### src/rtl/regbank_pkg.sv
package regbank_pkg;

  localparam int OFF_STATUS = 0;
  localparam int OFF_CTRL   = 1;
  localparam int OFF_CMD    = 2;
  localparam int OFF_IO     = 3;

  typedef struct packed {
    logic wrGo;     // write accepted this cycle
    logic rdGo;     // read accepted this cycle
    logic rdShift;  // first read stage moves to output stage
  } ctlStrobes_t;

endpackage

### src/rtl/regbank_ctrl.sv
module regbank_ctrl #(
  parameter int READ_STAGE = 1
) (
  input  logic clk,
  input  logic rstN,
  input  logic cyc,
  input  logic stb,
  input  logic we,
  output logic ack,
  output logic stall,
  output regbank_pkg::ctlStrobes_t ctl
);

  logic busEn;
  logic rdReq;
  logic wrReq;
  logic wrAck;
  logic rdAck;
  logic rdAck1;
  logic ackInt;
  logic busy;

  assign busEn  = cyc & stb;
  assign rdReq  = busEn & ~we;
  assign wrReq  = busEn & we;
  assign ackInt = rdAck | wrAck;
  assign busy   = ackInt | rdAck1;

  assign ctl.wrGo    = wrReq & ~busy;
  assign ctl.rdGo    = rdReq & ~busy;
  assign ctl.rdShift = rdAck1;

  always_ff @(posedge clk) begin
    if (!rstN) wrAck <= 1'b0;
    else       wrAck <= ctl.wrGo;
  end

  generate
    if (READ_STAGE != 0) begin : g_rdStaged
      always_ff @(posedge clk) begin
        if (!rstN) begin
          rdAck1 <= 1'b0;
          rdAck  <= 1'b0;
        end else begin
          rdAck1 <= ctl.rdGo;
          rdAck  <= rdAck1;
        end
      end
    end else begin : g_rdDirect
      assign rdAck1 = 1'b0;
      always_ff @(posedge clk) begin
        if (!rstN) rdAck <= 1'b0;
        else       rdAck <= ctl.rdGo;
      end
    end
  endgenerate

  assign ack   = ackInt;
  assign stall = busEn & ~ackInt;

endmodule

### src/rtl/regbank_dp.sv
module regbank_dp #(
  parameter int DATA_W     = 32,
  parameter int ADDR_W     = 3,
  parameter int READ_STAGE = 1
) (
  input  logic                    clk,
  input  logic                    rstN,
  input  regbank_pkg::ctlStrobes_t ctl,
  input  logic [ADDR_W-1:0]       adr,
  input  logic [DATA_W-1:0]       datIn,
  input  logic [DATA_W/8-1:0]     sel,
  input  logic [DATA_W-1:0]       statusIn,
  input  logic [DATA_W-1:0]       ioIn,
  output logic [DATA_W-1:0]       datOut,
  output logic [DATA_W-1:0]       ctrlOut,
  output logic [DATA_W-1:0]       cmdOut,
  output logic [DATA_W-1:0]       ioOut,
  output logic                    ctrlWr,
  output logic                    cmdWr
);
  import regbank_pkg::*;

  localparam int BYTES = DATA_W / 8;

  logic [DATA_W-1:0] ctrlReg;
  logic [DATA_W-1:0] cmdReg;
  logic [DATA_W-1:0] ioReg;
  logic [DATA_W-1:0] laneMask;
  logic [DATA_W-1:0] rdMux;
  logic              hitCtrl;
  logic              hitCmd;
  logic              hitIo;

  genvar b;
  generate
    for (b = 0; b < BYTES; b++) begin : g_lane
      assign laneMask[8*b +: 8] = {8{sel[b]}};
    end
  endgenerate

  assign hitCtrl = (adr == ADDR_W'(OFF_CTRL));
  assign hitCmd  = (adr == ADDR_W'(OFF_CMD));
  assign hitIo   = (adr == ADDR_W'(OFF_IO));

  always_ff @(posedge clk) begin
    if (!rstN) begin
      ctrlReg <= '0;
      cmdReg  <= '0;
      ioReg   <= '0;
      ctrlWr  <= 1'b0;
      cmdWr   <= 1'b0;
    end else begin
      ctrlWr <= ctl.wrGo & hitCtrl;
      cmdWr  <= ctl.wrGo & hitCmd;
      if (ctl.wrGo && hitCtrl) ctrlReg <= (ctrlReg & ~laneMask) | (datIn & laneMask);
      if (ctl.wrGo && hitCmd)  cmdReg  <= (cmdReg  & ~laneMask) | (datIn & laneMask);
      if (ctl.wrGo && hitIo)   ioReg   <= (ioReg   & ~laneMask) | (datIn & laneMask);
    end
  end

  always_comb begin
    case (adr)
      ADDR_W'(OFF_STATUS): rdMux = statusIn;
      ADDR_W'(OFF_CTRL):   rdMux = ctrlReg;
      ADDR_W'(OFF_IO):     rdMux = ioIn;
      default:             rdMux = '0;
    endcase
  end

  generate
    if (READ_STAGE != 0) begin : g_rdPipe
      logic [DATA_W-1:0] rdStage;
      always_ff @(posedge clk) begin
        if (!rstN) begin
          rdStage <= '0;
          datOut  <= '0;
        end else begin
          if (ctl.rdGo)    rdStage <= rdMux;
          if (ctl.rdShift) datOut  <= rdStage;
        end
      end
    end else begin : g_rdFlat
      always_ff @(posedge clk) begin
        if (!rstN)         datOut <= '0;
        else if (ctl.rdGo) datOut <= rdMux;
      end
    end
  endgenerate

  assign ctrlOut = ctrlReg;
  assign cmdOut  = cmdReg;
  assign ioOut   = ioReg;

endmodule

### src/rtl/regbank_wb.sv
module regbank_wb #(
  parameter int DATA_W     = 32,
  parameter int ADDR_W     = 3,
  parameter int READ_STAGE = 1
) (
  input  logic                clk,
  input  logic                rstN,
  input  logic                cyc,
  input  logic                stb,
  input  logic                we,
  input  logic [ADDR_W-1:0]   adr,
  input  logic [DATA_W-1:0]   datIn,
  input  logic [DATA_W/8-1:0] sel,
  output logic                ack,
  output logic                stall,
  output logic [DATA_W-1:0]   datOut,
  input  logic [DATA_W-1:0]   statusIn,
  input  logic [DATA_W-1:0]   ioIn,
  output logic [DATA_W-1:0]   ctrlOut,
  output logic [DATA_W-1:0]   cmdOut,
  output logic [DATA_W-1:0]   ioOut,
  output logic                ctrlWr,
  output logic                cmdWr
);

  regbank_pkg::ctlStrobes_t ctl;

  regbank_ctrl #(.READ_STAGE(READ_STAGE)) u_ctrl (
    .clk(clk), .rstN(rstN), .cyc(cyc), .stb(stb), .we(we),
    .ack(ack), .stall(stall), .ctl(ctl)
  );

  regbank_dp #(.DATA_W(DATA_W), .ADDR_W(ADDR_W), .READ_STAGE(READ_STAGE)) u_dp (
    .clk(clk), .rstN(rstN), .ctl(ctl), .adr(adr), .datIn(datIn), .sel(sel),
    .statusIn(statusIn), .ioIn(ioIn), .datOut(datOut),
    .ctrlOut(ctrlOut), .cmdOut(cmdOut), .ioOut(ioOut),
    .ctrlWr(ctrlWr), .cmdWr(cmdWr)
  );

endmodule

### config.mk
export PLATFORM = sky130hd
export DESIGN_NAME = regbank_wb
export DESIGN_NICKNAME = d
export VERILOG_FILES = /design/src/rtl/regbank_pkg.sv /design/src/rtl/regbank_ctrl.sv /design/src/rtl/regbank_dp.sv /design/src/rtl/regbank_wb.sv
export SDC_FILE = /design/constraint.sdc
export NUM_CORES = 1
export LEC_CHECK = 0
export BUFFER_PORTS_ARGS = -buffer_cell sky130_fd_sc_hd__buf_2
export CORE_MARGIN = 1.5
export CORE_UTILIZATION = 53
export CTS_CLUSTER_SIZE = 24
export DETAILED_ROUTE_END_ITERATION = 12
export MAX_ROUTING_LAYER = met4
export PLACE_DENSITY_LB_ADDON = 0.25
export SYNTH_ARGS = -nofsm -noshare
export SYNTH_HDL_FRONTEND = slang
export SYNTH_SLANG_ARGS = --single-unit
export TNS_END_PERCENT = 30
### constraint.sdc
create_clock -name clk -period 3.7 [get_ports clk]
set_input_delay 0.555 -clock clk [delete_from_list [all_inputs] [get_ports clk]]
set_output_delay 0.555 -clock clk [all_outputs]
set_load 0.1 [all_outputs]
# After elaboration in Yosys (flattened, before gate mapping)
# Index checks and enable logic that the tools add are counted.
classes:
  eq_ne: 3
  n_mux: 1
  bitwise: 21
  n_reduce_logical: 4
op_table:
  columns: ["op", "count"]
  rows:
  - ["$and A32 B32 Y32", 4]
  - ["$or A32 B32 Y32", 3]
  - ["$pmux W32 S3", 1]
  - ["$not A32 Y32", 1]
  - ["$and A1 B1 Y1", 8]
  - ["$eq A3 B2 Y1 const B", 2]
  - ["$eq A3 B1 Y1 const B", 1]
  - ["$logic_and A1 B1 Y1", 3]
  - ["$logic_not A3 Y1", 1]
  - ["$not A1 Y1", 3]
  - ["$or A1 B1 Y1", 2]
word_totals:
  register_bits: 165

# Longest topological paths before layout
# Gate-level depths: netlist of the first run.
logic_depth:
  ltp_word: 5
  depth_mapped: 6
  mapped_depth_nobuf: 3

# Cells and area by module
# Synthesis of the first run repeated with hierarchy kept, for this count alone.
unflattened:
  hier_cells: 735
  hier_area_um2: 7253.2
by_module_without_submodules:
  columns: ["module", "n_inst", "cells_per_inst", "area_per_inst_um2", "seq_area_each_um2"]
  rows:
  - ["regbank_dp", 1, 723, 7121.8, 3243.1]
  - ["regbank_ctrl", 1, 12, 131.4, 60.1]

# Worst setup path after synthesis of the first run
# Ideal clock, no wire load.
synth_path:
  path_type: "in2out"
  from: "input cyc"
  to: "output stall"
  arrival_time_ps: 1401
  required_time_ps: 3145
  path_slack_ps: 1744
  stages: 2
  path_buffers: 0
  cell_sequence: "nand4bb_1 > inv_1"
synth_between:
  elab_chain_len: 2
synth_rtl:
  columns: ["item", "line_no", "text"]
  rows:
  - ["from (decl)", "regbank_wb.sv:8", "input logic cyc,"]
  - ["$and A1 B1 Y1", "regbank_ctrl.sv:23", "assign busEn = cyc & stb;"]
  - ["$and A1 B1 Y1", "regbank_ctrl.sv:59", "assign stall = busEn & ~ackInt;"]
  - ["to (decl)", "regbank_wb.sv:15", "output logic stall,"]
# No other way between the ends.

==> results of run 1 <==
## report_power, final
group / switching, uW / leakage, uW / total, uW / internal (uW)
Combinational: 177 / 0.00252 / 274 / 97.2
Sequential: 7.50 / 0.00133 / 1790 / 1780
Clock: 672 / 0.000258 / 1680 / 1000
Total: 857 / 0.00411 / 3740 / 2890
## cells by family (layout without fill, tap and decap cells)
logic type,Yosys count,count (layout),share of synthesized area
AO/OA/AOI/OAI,65,65,0.0949
buffers and inverters,52,281,0.0350
flip-flops,165,165,0.499
multiplexers,160,160,0.242
AND/OR/NAND/NOR,195,195,0.129
## final timing paths
| check | startpoint | endpoint | slack [ns] | cells past startpoint |
|---|---|---|---|---|
| worst min-delay path | datIn[29] | flop | 0.44 | 3 |
| worst min register to register | flop | flop | 0.46 | 2 |
| worst max-delay path | adr[1] | flop | 1.31 | 4 |
| worst max register to register | u_ctrl.wrAck | u_dp.g_rdPipe.rdStage[4] | 1.39 | 3 |
## area by class of cell
cell class,instances,area [sq um]
Multi-Input combinational cell,420,3100
Sequential cell,165,3300
Tap cell,168,210
Clock inverter,8,104
Clock buffer,22,454
Timing Repair Buffer,248,1280
Inverter,3,11.3
Fill cell,964,3650
## worst max-delay path: stages
cell      delay, ns
buf_2          0.61
nand4b_1       0.41
nor3b_2        0.82
mux2i_1        0.30
## cells in the mapped netlist
library cell and instances:
nand3_1 4, or4_1 1, clkinv_1 1, or2_2 1, mux2i_1 160, a32o_1 32, or3_1 1, and4b_1 1
dfxtp_1 165, nor2b_1 4, buf_6 3, nor4b_1 1, and2_1 2, inv_1 2, o2bb2ai_1 32, nand4bb_1 1
nand3_2 4, a2111oi_4 1, nor4b_2 2, nor2_1 35, or4_4 1, buf_1 7, nand2_1 131, nor3b_1 4
clkbuf_1 28, nand2b_1 1, buf_2 11, nand4b_1 1
## metrics by stage
stage / cell area, sq um / setup WS (ns) / cells / hold slack, ns
2_1_floorplan: 6620 / 1.74 / 637 / 0.464
3_3_place_gp: 7910 / 1.07 / 1004 / 0.442
3_5_place_dp: 7910 / 0.875 / 1004 / 0.448
4_1_cts: 8470 / 1.31 / 1034 / 0.438
5_1_grt: 8470 / 1.21 / 1034 / 0.448
6_report: 8470 / 1.31 / 1034 / 0.443
## metal layers
layer | vias to the layer above | global-route usage | part of all wire
met2 | 225 | 0.475 | 0.50
met5 | - | - | 0
li1 | 2683 | - | -
met1 | 2664 | 0.326 | 0.41
met3 | 32 | 0.0685 | 0.071
met4 | 0 | 0.0889 | 0.021
## cells in the final DEF (no fill, tap or decap)
cell type,count
or2_2,1
clkbuf_16,17
buf_2,238
or3_1,1
buf_4,9
nand4bb_1,1
nand3_1,4
nor3b_2,2
clkbuf_1,4
inv_1,2
nand3_2,4
or4_4,1
clkinvlp_4,4
nand2_1,131
clkinv_1,1
nor3b_1,2
bufinv_16,2
clkinv_2,1
nor4b_2,3
clkinv_4,1
nor2_1,35
or4_1,1
a32o_1,32
dfxtp_2,1
nor2b_1,4
mux2i_1,160
dfxtp_1,164
a2111oi_4,1
nand4b_1,1
buf_12,1
and4b_1,1
o2bb2ai_1,32
clkbuf_8,1
nand2b_1,1
and2_1,2
==> impl_metrics.csv, run 1 <==
group,metric,value,unit
worst_setup_path,worstSetupStartpointType,"primary input",
clock_tree,clk_pin_slew,0.06,ns
sta,fmax,418,MHz
global_route,track_usage,0.279,
worst_hold_path,hold_class,"primary input to flop",
power,p_leak,0.00411,uW
yosys,netlist-cell-type-count,28,
finish,drive_gt1_frac,0.331,
yosys,synth_seq_area_share,0.499,
sta,slew_viol_final,0,
clock_tree,post_cts_buffers,0,
die,num_rows,40,
clock_tree,cts_hold_buf,0,
clock_tree,cts_buffer_depth,2,
yosys,ys_warn_count,0,
sta,maxSlewHeadroom,0.171,
clock_tree,root_buffer,"clkbuf_16",
die,dieArea,13200,sq um
yosys,postSynthNetCount,745,
die,die_height,115,microns
yosys,synthCells,637,
worst_setup_path,arrival,2.72,ns
worst_setup_path,crit_fanout,38,
yosys,netlist_area,6620,sq um
worst_setup_path,crit_required,4.03,ns
detailed_routing,vias_per_cell,5.42,
clock_tree,cts_buffers,17,
global_route,grt_pass1_wl,27.5,mm
detailed_routing,first_pass_iters,5,
finish,fin_util,0.699,
sta,timing.final.crit_share,0.647,
detailed_routing,via_count,5604,
sta,fin_crit,2.39,ns
detailed_routing,drc_errors,0,
global_route,antenna_found_initial,0,
finish,area_growth,27.9,%
clock_tree,cts_tree,"done",
yosys,synth_top_area_frac,0.499,
detailed_routing,wirelength,18.0,mm
sta,worst_pin_slew,1.24,ns
global_route,grt_overflow_total,0,
detailed_routing,wl_per_cell,17.4,microns
yosys,synth_top_cell_by_area,"dfxtp_1",
job,maxCapViolCount,0,
sta,finalSetupViolations,0,
place,gp_congestion,0.855,
sta,rsz0062_at_grt,"no",
power,power.density,442,nW/um^2
die,coreArea,12100,sq um
sta,hold_viol,0,
global_route,grt_pass1_vias,5475,
clock_tree,htree_levels,4,
die,initial_utilization,0.547,
yosys,syn_avg_cell_area,10.4,sq um
place,dpl.hpwl,13.1,mm
clock_tree,clkLatencyLatePin,0.41,ns
sta,clock_skew,0.00829,ns
global_route,grt_max_degree,115,
worst_setup_path,worst-setup-path-type,"primary input to flop",
detailed_routing,drtAntennaViolNets,0,
place,portBuffers,239,
power,power,3740,uW
status,outcome,"complete, no violations",
clock_tree,clkSinkCount,165,
yosys,ys_seq_elements,165,
detailed_routing,drt-initial-drc-count,346,
sta,final.setup.tns,0,ns
power,ir_worst_vdd,0.233,mV
clock_tree,cts_resized,0,
finish,fin_nets,963,
die,ioPinCount,240,
worst_setup_path,worstSetupEndpointType,"flop",
yosys,synth.area.top_cells,"dfxtp_1, mux2i_1, nand2_1, a32o_1, o2bb2ai_1",
finish,diodes,0,
die,die_x,115,microns
Power figures use the tool's default switching activity.
==> inputs of run 2 (changes only) <==
--- a/config.mk
+++ b/config.mk
@@ -7,7 +7,7 @@
 export LEC_CHECK = 0
 export BUFFER_PORTS_ARGS = -buffer_cell sky130_fd_sc_hd__buf_2
 export CORE_MARGIN = 1.5
-export CORE_UTILIZATION = 53
+export CORE_UTILIZATION = 45
 export CTS_CLUSTER_SIZE = 24
 export DETAILED_ROUTE_END_ITERATION = 12
 export MAX_ROUTING_LAYER = met4
==> constraint.sdc (replaced) <==
create_clock -name clk -period 2 [get_ports clk]
set_input_delay 0.3 -clock clk [delete_from_list [all_inputs] [get_ports clk]]
set_output_delay 0.3 -clock clk [all_outputs]
set_load 0.1 [all_outputs]
==> run 2 against run 1 <==
  * Utilization down 9.9 points
  * Setup slack worse by 1.1 ns
  * Largest cell class unchanged
  * Critical path type is now flop to output port
  * Combinational power up 97%
  * Total power up 83%
  * Highest routed layer unchanged
  * Register-to-register slack worse by 1.1 ns
  * Clock power up 79%
==> impl_metrics.csv, run 2 (synthesis results as in run 1) <==
group,metric,value,unit
die,coreArea,14400,sq um
sta,fin_hold_ws,0.185,ns
sta,clock_skew,0.00618,ns
clock_tree,clk_pin_slew,0.06,ns
global_route,use_met1,0.280,
finish,area_growth,30.7,%
sta,fmax,553,MHz
worst_setup_path,crit_required,1.70,ns
global_route,grt_overflow_total,0,
sta,fin_crit,1.81,ns
sta,maxSlewHeadroom,0.652,
clock_tree,cts_hold_buf,0,
die,initial_utilization,0.459,
job,maxCapViolCount,0,
detailed_routing,wl_per_cell,16.8,microns
sta,finalSetupViolations,0,
global_route,met3_usage,0.0571,
sta,hold_viol,0,
sta,slew_viol_final,0,
sta,rsz0062_at_grt,"no",
clock_tree,cts_buffer_depth,2,
clock_tree,htree_levels,4,
worst_setup_path,crit_fanout,6,
worst_setup_path,worstSetupEndpointType,"output port",
detailed_routing,drtAntennaViolNets,0,
die,ioPinCount,240,
global_route,track_usage,0.240,
detailed_routing,wirelength,18.1,mm
die,die_x,124,microns
finish,fin_nets,985,
detailed_routing,drc_errors,0,
power,p_leak,0.00423,uW
global_route,grt_pass1_wl,28.9,mm
power,ir_worst_vdd,0.576,mV
worst_hold_path,hold_class,"primary input to flop",
die,die_height,124,microns
global_route,busiest_layer,"met2",
clock_tree,cts_tree,"done",
clock_tree,clkLatencyLatePin,0.41,ns
clock_tree,root_buffer,"clkbuf_16",
clock_tree,clkSinkCount,165,
global_route,grt_pass1_vias,5663,
global_route,grt_max_degree,43,
worst_setup_path,worst-setup-path-type,"flop to output port",
sta,timing.final.crit_share,0.904,
place,gp_congestion,0.891,
clock_tree,cts_resized,0,
worst_setup_path,rrSetupSlack,0.27,ns
global_route,use_met2,0.397,
global_route,antenna_found_initial,2,
power,power.density,792,nW/um^2
sta,final.setup.tns,0,ns
place,placed_cells,1042,
detailed_routing,via_count,5663,
finish,stdcell_count,1074,
die,dieArea,15500,sq um
detailed_routing,vias_per_cell,5.27,
clock_tree,post_cts_buffers,0,
place,dpl.hpwl,13.4,mm
die,num_rows,44,
worst_setup_path,arrival,1.51,ns
sta,worst_pin_slew,0.525,ns
detailed_routing,drt-initial-drc-count,295,
finish,drive_gt1_frac,0.348,
finish,final_common_cell,"buf_2",
finish,design_area,8650,sq um
status,outcome,"complete, no violations",
worst_setup_path,worstSetupStartpointType,"flop",
place,portBuffers,239,
clock_tree,cts_buffers,17,
detailed_routing,first_pass_iters,6,
finish,final_cell_mix,"buf_2, dfxtp_1, mux2i_1",
place,dpl_cell_area,8110,sq um
## run 2: cell types whose count changed in the layout (fill, tap and decap cells not counted), sizes merged
cell      delta
clkbuf       +3
clkinv       +2
buf         +22
bufinv       -1
diode        +2
clkinvlp     -4
## run 2: layout make-up
type	instances	area, sq um
fill	1296	5770
sequential	165	3300
multi-input combinational	420	3110
timing repair buffer	270	1460
clock buffer	25	485
tap	184	230
clock inverter	5	50.0
inverter	3	11.3
antenna	2	5.00
## run 2: through the flow
stage	worst slack, ns	utilization	power [uW]
CTS	0.171	0.600	6920
detailed placement	0.295	0.562	3920
global route	0.140	0.600	7090
finish	0.191	0.600	6850
global placement	0.353	0.562	3910
floorplan	0.377	-	3710
## run 2: per-layer routing
metal,wire length (microns),vias up
met5,0,-
met4,457,0
met3,1020,30
met2,8870,195
met1,7750,2691
li1,-,2747
## run 2: path summary, 6_finish.rpt
| kind | startpoint | to | cells past startpoint |
|---|---|---|---|
| max | u_ctrl.rdAck | stall | 4 |
| min | datIn[15] | flop | 3 |
| max reg2reg | u_ctrl.wrAck | u_dp.g_rdPipe.rdStage[30] | 4 |
| min reg2reg | flop | flop | 2 |
## run 2: critical path: stages, from the launching register on
cell	delay [ns]
dfxtp_1	0.36
nand4bb_1	0.25
buf_4	0.20
inv_1	0.11
buf_12	0.18
## run 2: where the power goes
part | internal, uW | total [uW] | switching (uW)
logic | 202 | 539 | 336
registers | 3300 | 3310 | 10.3
clock network | 1790 | 3000 | 1210
==> inputs of run 3 (changes only) <==
--- a/config.mk
+++ b/config.mk
@@ -7,12 +7,13 @@
 export LEC_CHECK = 0
 export BUFFER_PORTS_ARGS = -buffer_cell sky130_fd_sc_hd__buf_2
 export CORE_MARGIN = 1.5
-export CORE_UTILIZATION = 45
+export CORE_UTILIZATION = 46
 export CTS_CLUSTER_SIZE = 24
 export DETAILED_ROUTE_END_ITERATION = 12
 export MAX_ROUTING_LAYER = met4
 export PLACE_DENSITY_LB_ADDON = 0.25
 export SYNTH_ARGS = -nofsm -noshare
 export SYNTH_HDL_FRONTEND = slang
+export SYNTH_HIERARCHICAL = 1
 export SYNTH_SLANG_ARGS = --single-unit
 export TNS_END_PERCENT = 30
==> constraint.sdc (replaced) <==
create_clock -name clk -period 2 [get_ports clk]
set_input_delay 0.3 -clock clk [delete_from_list [all_inputs] [get_ports clk]]
set_output_delay 0.3 -clock clk [all_outputs]
set_load 0.01 [all_outputs]
==> run 3 against run 2 <==
  * Design area up 7.2%
  * Synthesized cell count up 15%
  * Utilization up 0.60 points
  * Global-route usage up 0.47 points
  * Clock skew up 0.0039 ns
  * Critical path type is now flop to flop
==> impl_metrics.csv, run 3 <==
group,metric,value,unit
global_route,grt_pass1_vias,5523,
die,ioPinCount,240,
die,dieArea,16500,sq um
sta,maxSlewHeadroom,0.635,
worst_setup_path,cpMaxStageDelayCell,"and4bb_2",
yosys,synthCells,735,
yosys,synthArstFlopShare,0,
finish,final_common_cell,"buf_2",
finish,n_fill_cell,1374,
place,dpl.hpwl,14.4,mm
sta,clock_skew,0.0101,ns
place,dpl_cell_area,8690,sq um
yosys,syn_avg_cell_area,9.87,sq um
worst_setup_path,crit_fanout,8,
sta,slew_viol_final,0,
finish,drive_gt1_frac,0.352,
sta,fmax,545,MHz
sta,timing.final.crit_share,0.918,
yosys,postSynthNetCount,843,
worst_setup_path,worstSetupEndpointType,"flop",
place,portBuffers,239,
worst_setup_path,cp_slowest_stage_delay,0.34,ns
detailed_routing,top_layer,"met4",
power,power.density,764,nW/um^2
finish,multi_input_area,3570,sq um
clock_tree,clkSinkCount,165,
worst_setup_path,crit_required,2.36,ns
clock_tree,cts_hold_buf,0,
clock_tree,htree_levels,4,
yosys,synth_seq_area_share,0.455,
clock_tree,cts_buffer_depth,2,
detailed_routing,vias_per_cell,5.13,
yosys,ys_top_cells_by_count,"dfxtp_1, mux2i_1, nand2_1",
finish,regArea,3300,sq um
clock_tree,clkLatencyLatePin,0.43,ns
detailed_routing,drc_errors,0,
status,outcome,"complete, no violations",
yosys,netlist_area,7250,sq um
power,p_leak,0.00390,uW
power,ir_worst_vdd,0.612,mV
finish,final_cell_mix,"buf_2, dfxtp_1, mux2i_1",
finish,design_area,9280,sq um
finish,area_growth,27.9,%
die,die_x,129,microns
detailed_routing,wirelength,19.6,mm
worst_setup_path,cpLargestDelayFamily,"simple AND/OR/NAND/NOR gates",
detailed_routing,met2_length,8.51,mm
sta,worst_pin_slew,0.547,ns
clock_tree,clk_pin_slew,0.06,ns
clock_tree,cts_tree,"done",
worst_setup_path,cp_cell_sequence,"and4bb_2, and3b_2, nor2b_1, and4_1, buf_12, mux2i_1",
worst_setup_path,reg2reg_depth,6,
worst_hold_path,hold_class,"primary input to flop",
sta,fin_crit,1.84,ns
detailed_routing,wl_met3,1.25,mm
yosys,ys_warn_count,6,
yosys,synth_edf_count,0,
detailed_routing,m1WireLength,9.39,mm
yosys,synth_top_area_frac,0.455,
global_route,antenna_found_initial,1,
global_route,grt_max_degree,66,
detailed_routing,wl_per_cell,16.6,microns
finish,fin_nets,1063,
clock_tree,cts_buffers,17,
yosys,ys.flop_type,"dfxtp_1",
yosys,synth.area.top_cells,"dfxtp_1, mux2i_1, nand2_1, a2bb2oi_1, nor3_2",
sta,final.setup.tns,0,ns
global_route,track_usage,0.245,
sta,finalSetupViolations,0,
die,die_height,129,microns
yosys,synth_top_cell_by_area,"dfxtp_1",
detailed_routing,drt-initial-drc-count,426,
die,num_rows,45,
global_route,grt_pass1_wl,30.1,mm
sta,hold_viol,0,
yosys,ys_seq_elements,165,
detailed_routing,drtAntennaViolNets,0,
yosys,synth.most_common_cell,"dfxtp_1",
die,coreArea,15300,sq um
yosys,netlist-cell-type-count,29,
worst_setup_path,worst-setup-path-type,"flop to flop",
detailed_routing,via_count,6038,
die,initial_utilization,0.474,
worst_setup_path,worstSetupStartpointType,"flop",
worst_hold_path,hold_depth,3,
worst_setup_path,worst-path-stages,6,
place,gp_congestion,0.891,
global_route,grt_overflow_total,0,
worst_setup_path,arrival,2.19,ns
detailed_routing,first_pass_iters,6,
job,maxCapViolCount,0,
worst_setup_path,path_buf_inv,1,
clock_tree,root_buffer,"clkbuf_16",
[run 3: changes by cell type after synthesis, moves of 24 or more]
cell | before | now
nor3_2 | 0 | 28
a32o_1 | 32 | 0
o221a_1 | 0 | 24
inv_1 | 2 | 32
nand3_1 | 4 | 32
a2bb2oi_1 | 0 | 32
o2bb2ai_1 | 32 | 0
[run 3: final timing paths]
path / to / startpoint / slack (ns)
setup reg to reg: flop / u_ctrl/wrAck / 0.16
hold reg to reg: flop / flop / 0.45
hold / removal: flop / datIn[8] / 0.17
setup / recovery: flop / u_ctrl/wrAck / 0.16
[run 3: per-layer routing]
layer	GRT usage	vias up
li1	-	2991
met1	0.340	2825
met2	0.342	190
met3	0.0644	32
met4	0.0879	0
met5	-	-
[run 3: logic make-up (layout without fill, tap and decap cells)]
logic type	after synthesis	in the layout	share of synthesized area
AND/OR/NAND/NOR	255	255	0.182
other	0	1	0
flip-flops	165	165	0.455
buffers and inverters	91	321	0.0535
AO/OA/AOI/OAI	64	64	0.0883
multiplexers	160	160	0.221
[run 3: tightest hold or removal path, stage by stage]
cell and delay [ns]:
buf_2 0.10, nand2_1 0.09, mux2i_1 0.07
[run 3: final cells by class]
class,instances,area share
Clock buffer,20,0.0471
Sequential cell,165,0.356
Inverter,33,0.0133
Antenna cell,1,0.000270
Timing Repair Buffer,259,0.156
Tap cell,211,0.0284
Clock inverter,9,0.0143
Multi-Input combinational cell,479,0.384
[run 3: what timing repair did]
| action | in CTS | in global routing |
|---|---|---|
| endpoints found under the setup margin | 0 | 1 |
| setup buffers | 0 | 1 |
| resized for setup | 0 | 0 |
[run 3: power breakdown]
group | switching, uW | internal (uW) | total [uW]
sequential | 8.13 | 3300 | 3310
clock | 1290 | 1940 | 3230
combinational | 320 | 237 | 557
[run 3: through the flow]
step,cells,setup slack (ns),utilization,hold WS [ns],power (uW)
detailed placement,1146,0.117,0.567,0.444,3930
finish,1177,0.164,0.606,0.172,7090
global placement,1146,0.153,0.567,0.439,3930
floorplan,735,0.353,-,0.427,3720
global route,1177,-0.000727,0.606,0.180,7340
CTS,1175,0.139,0.604,0.154,7150
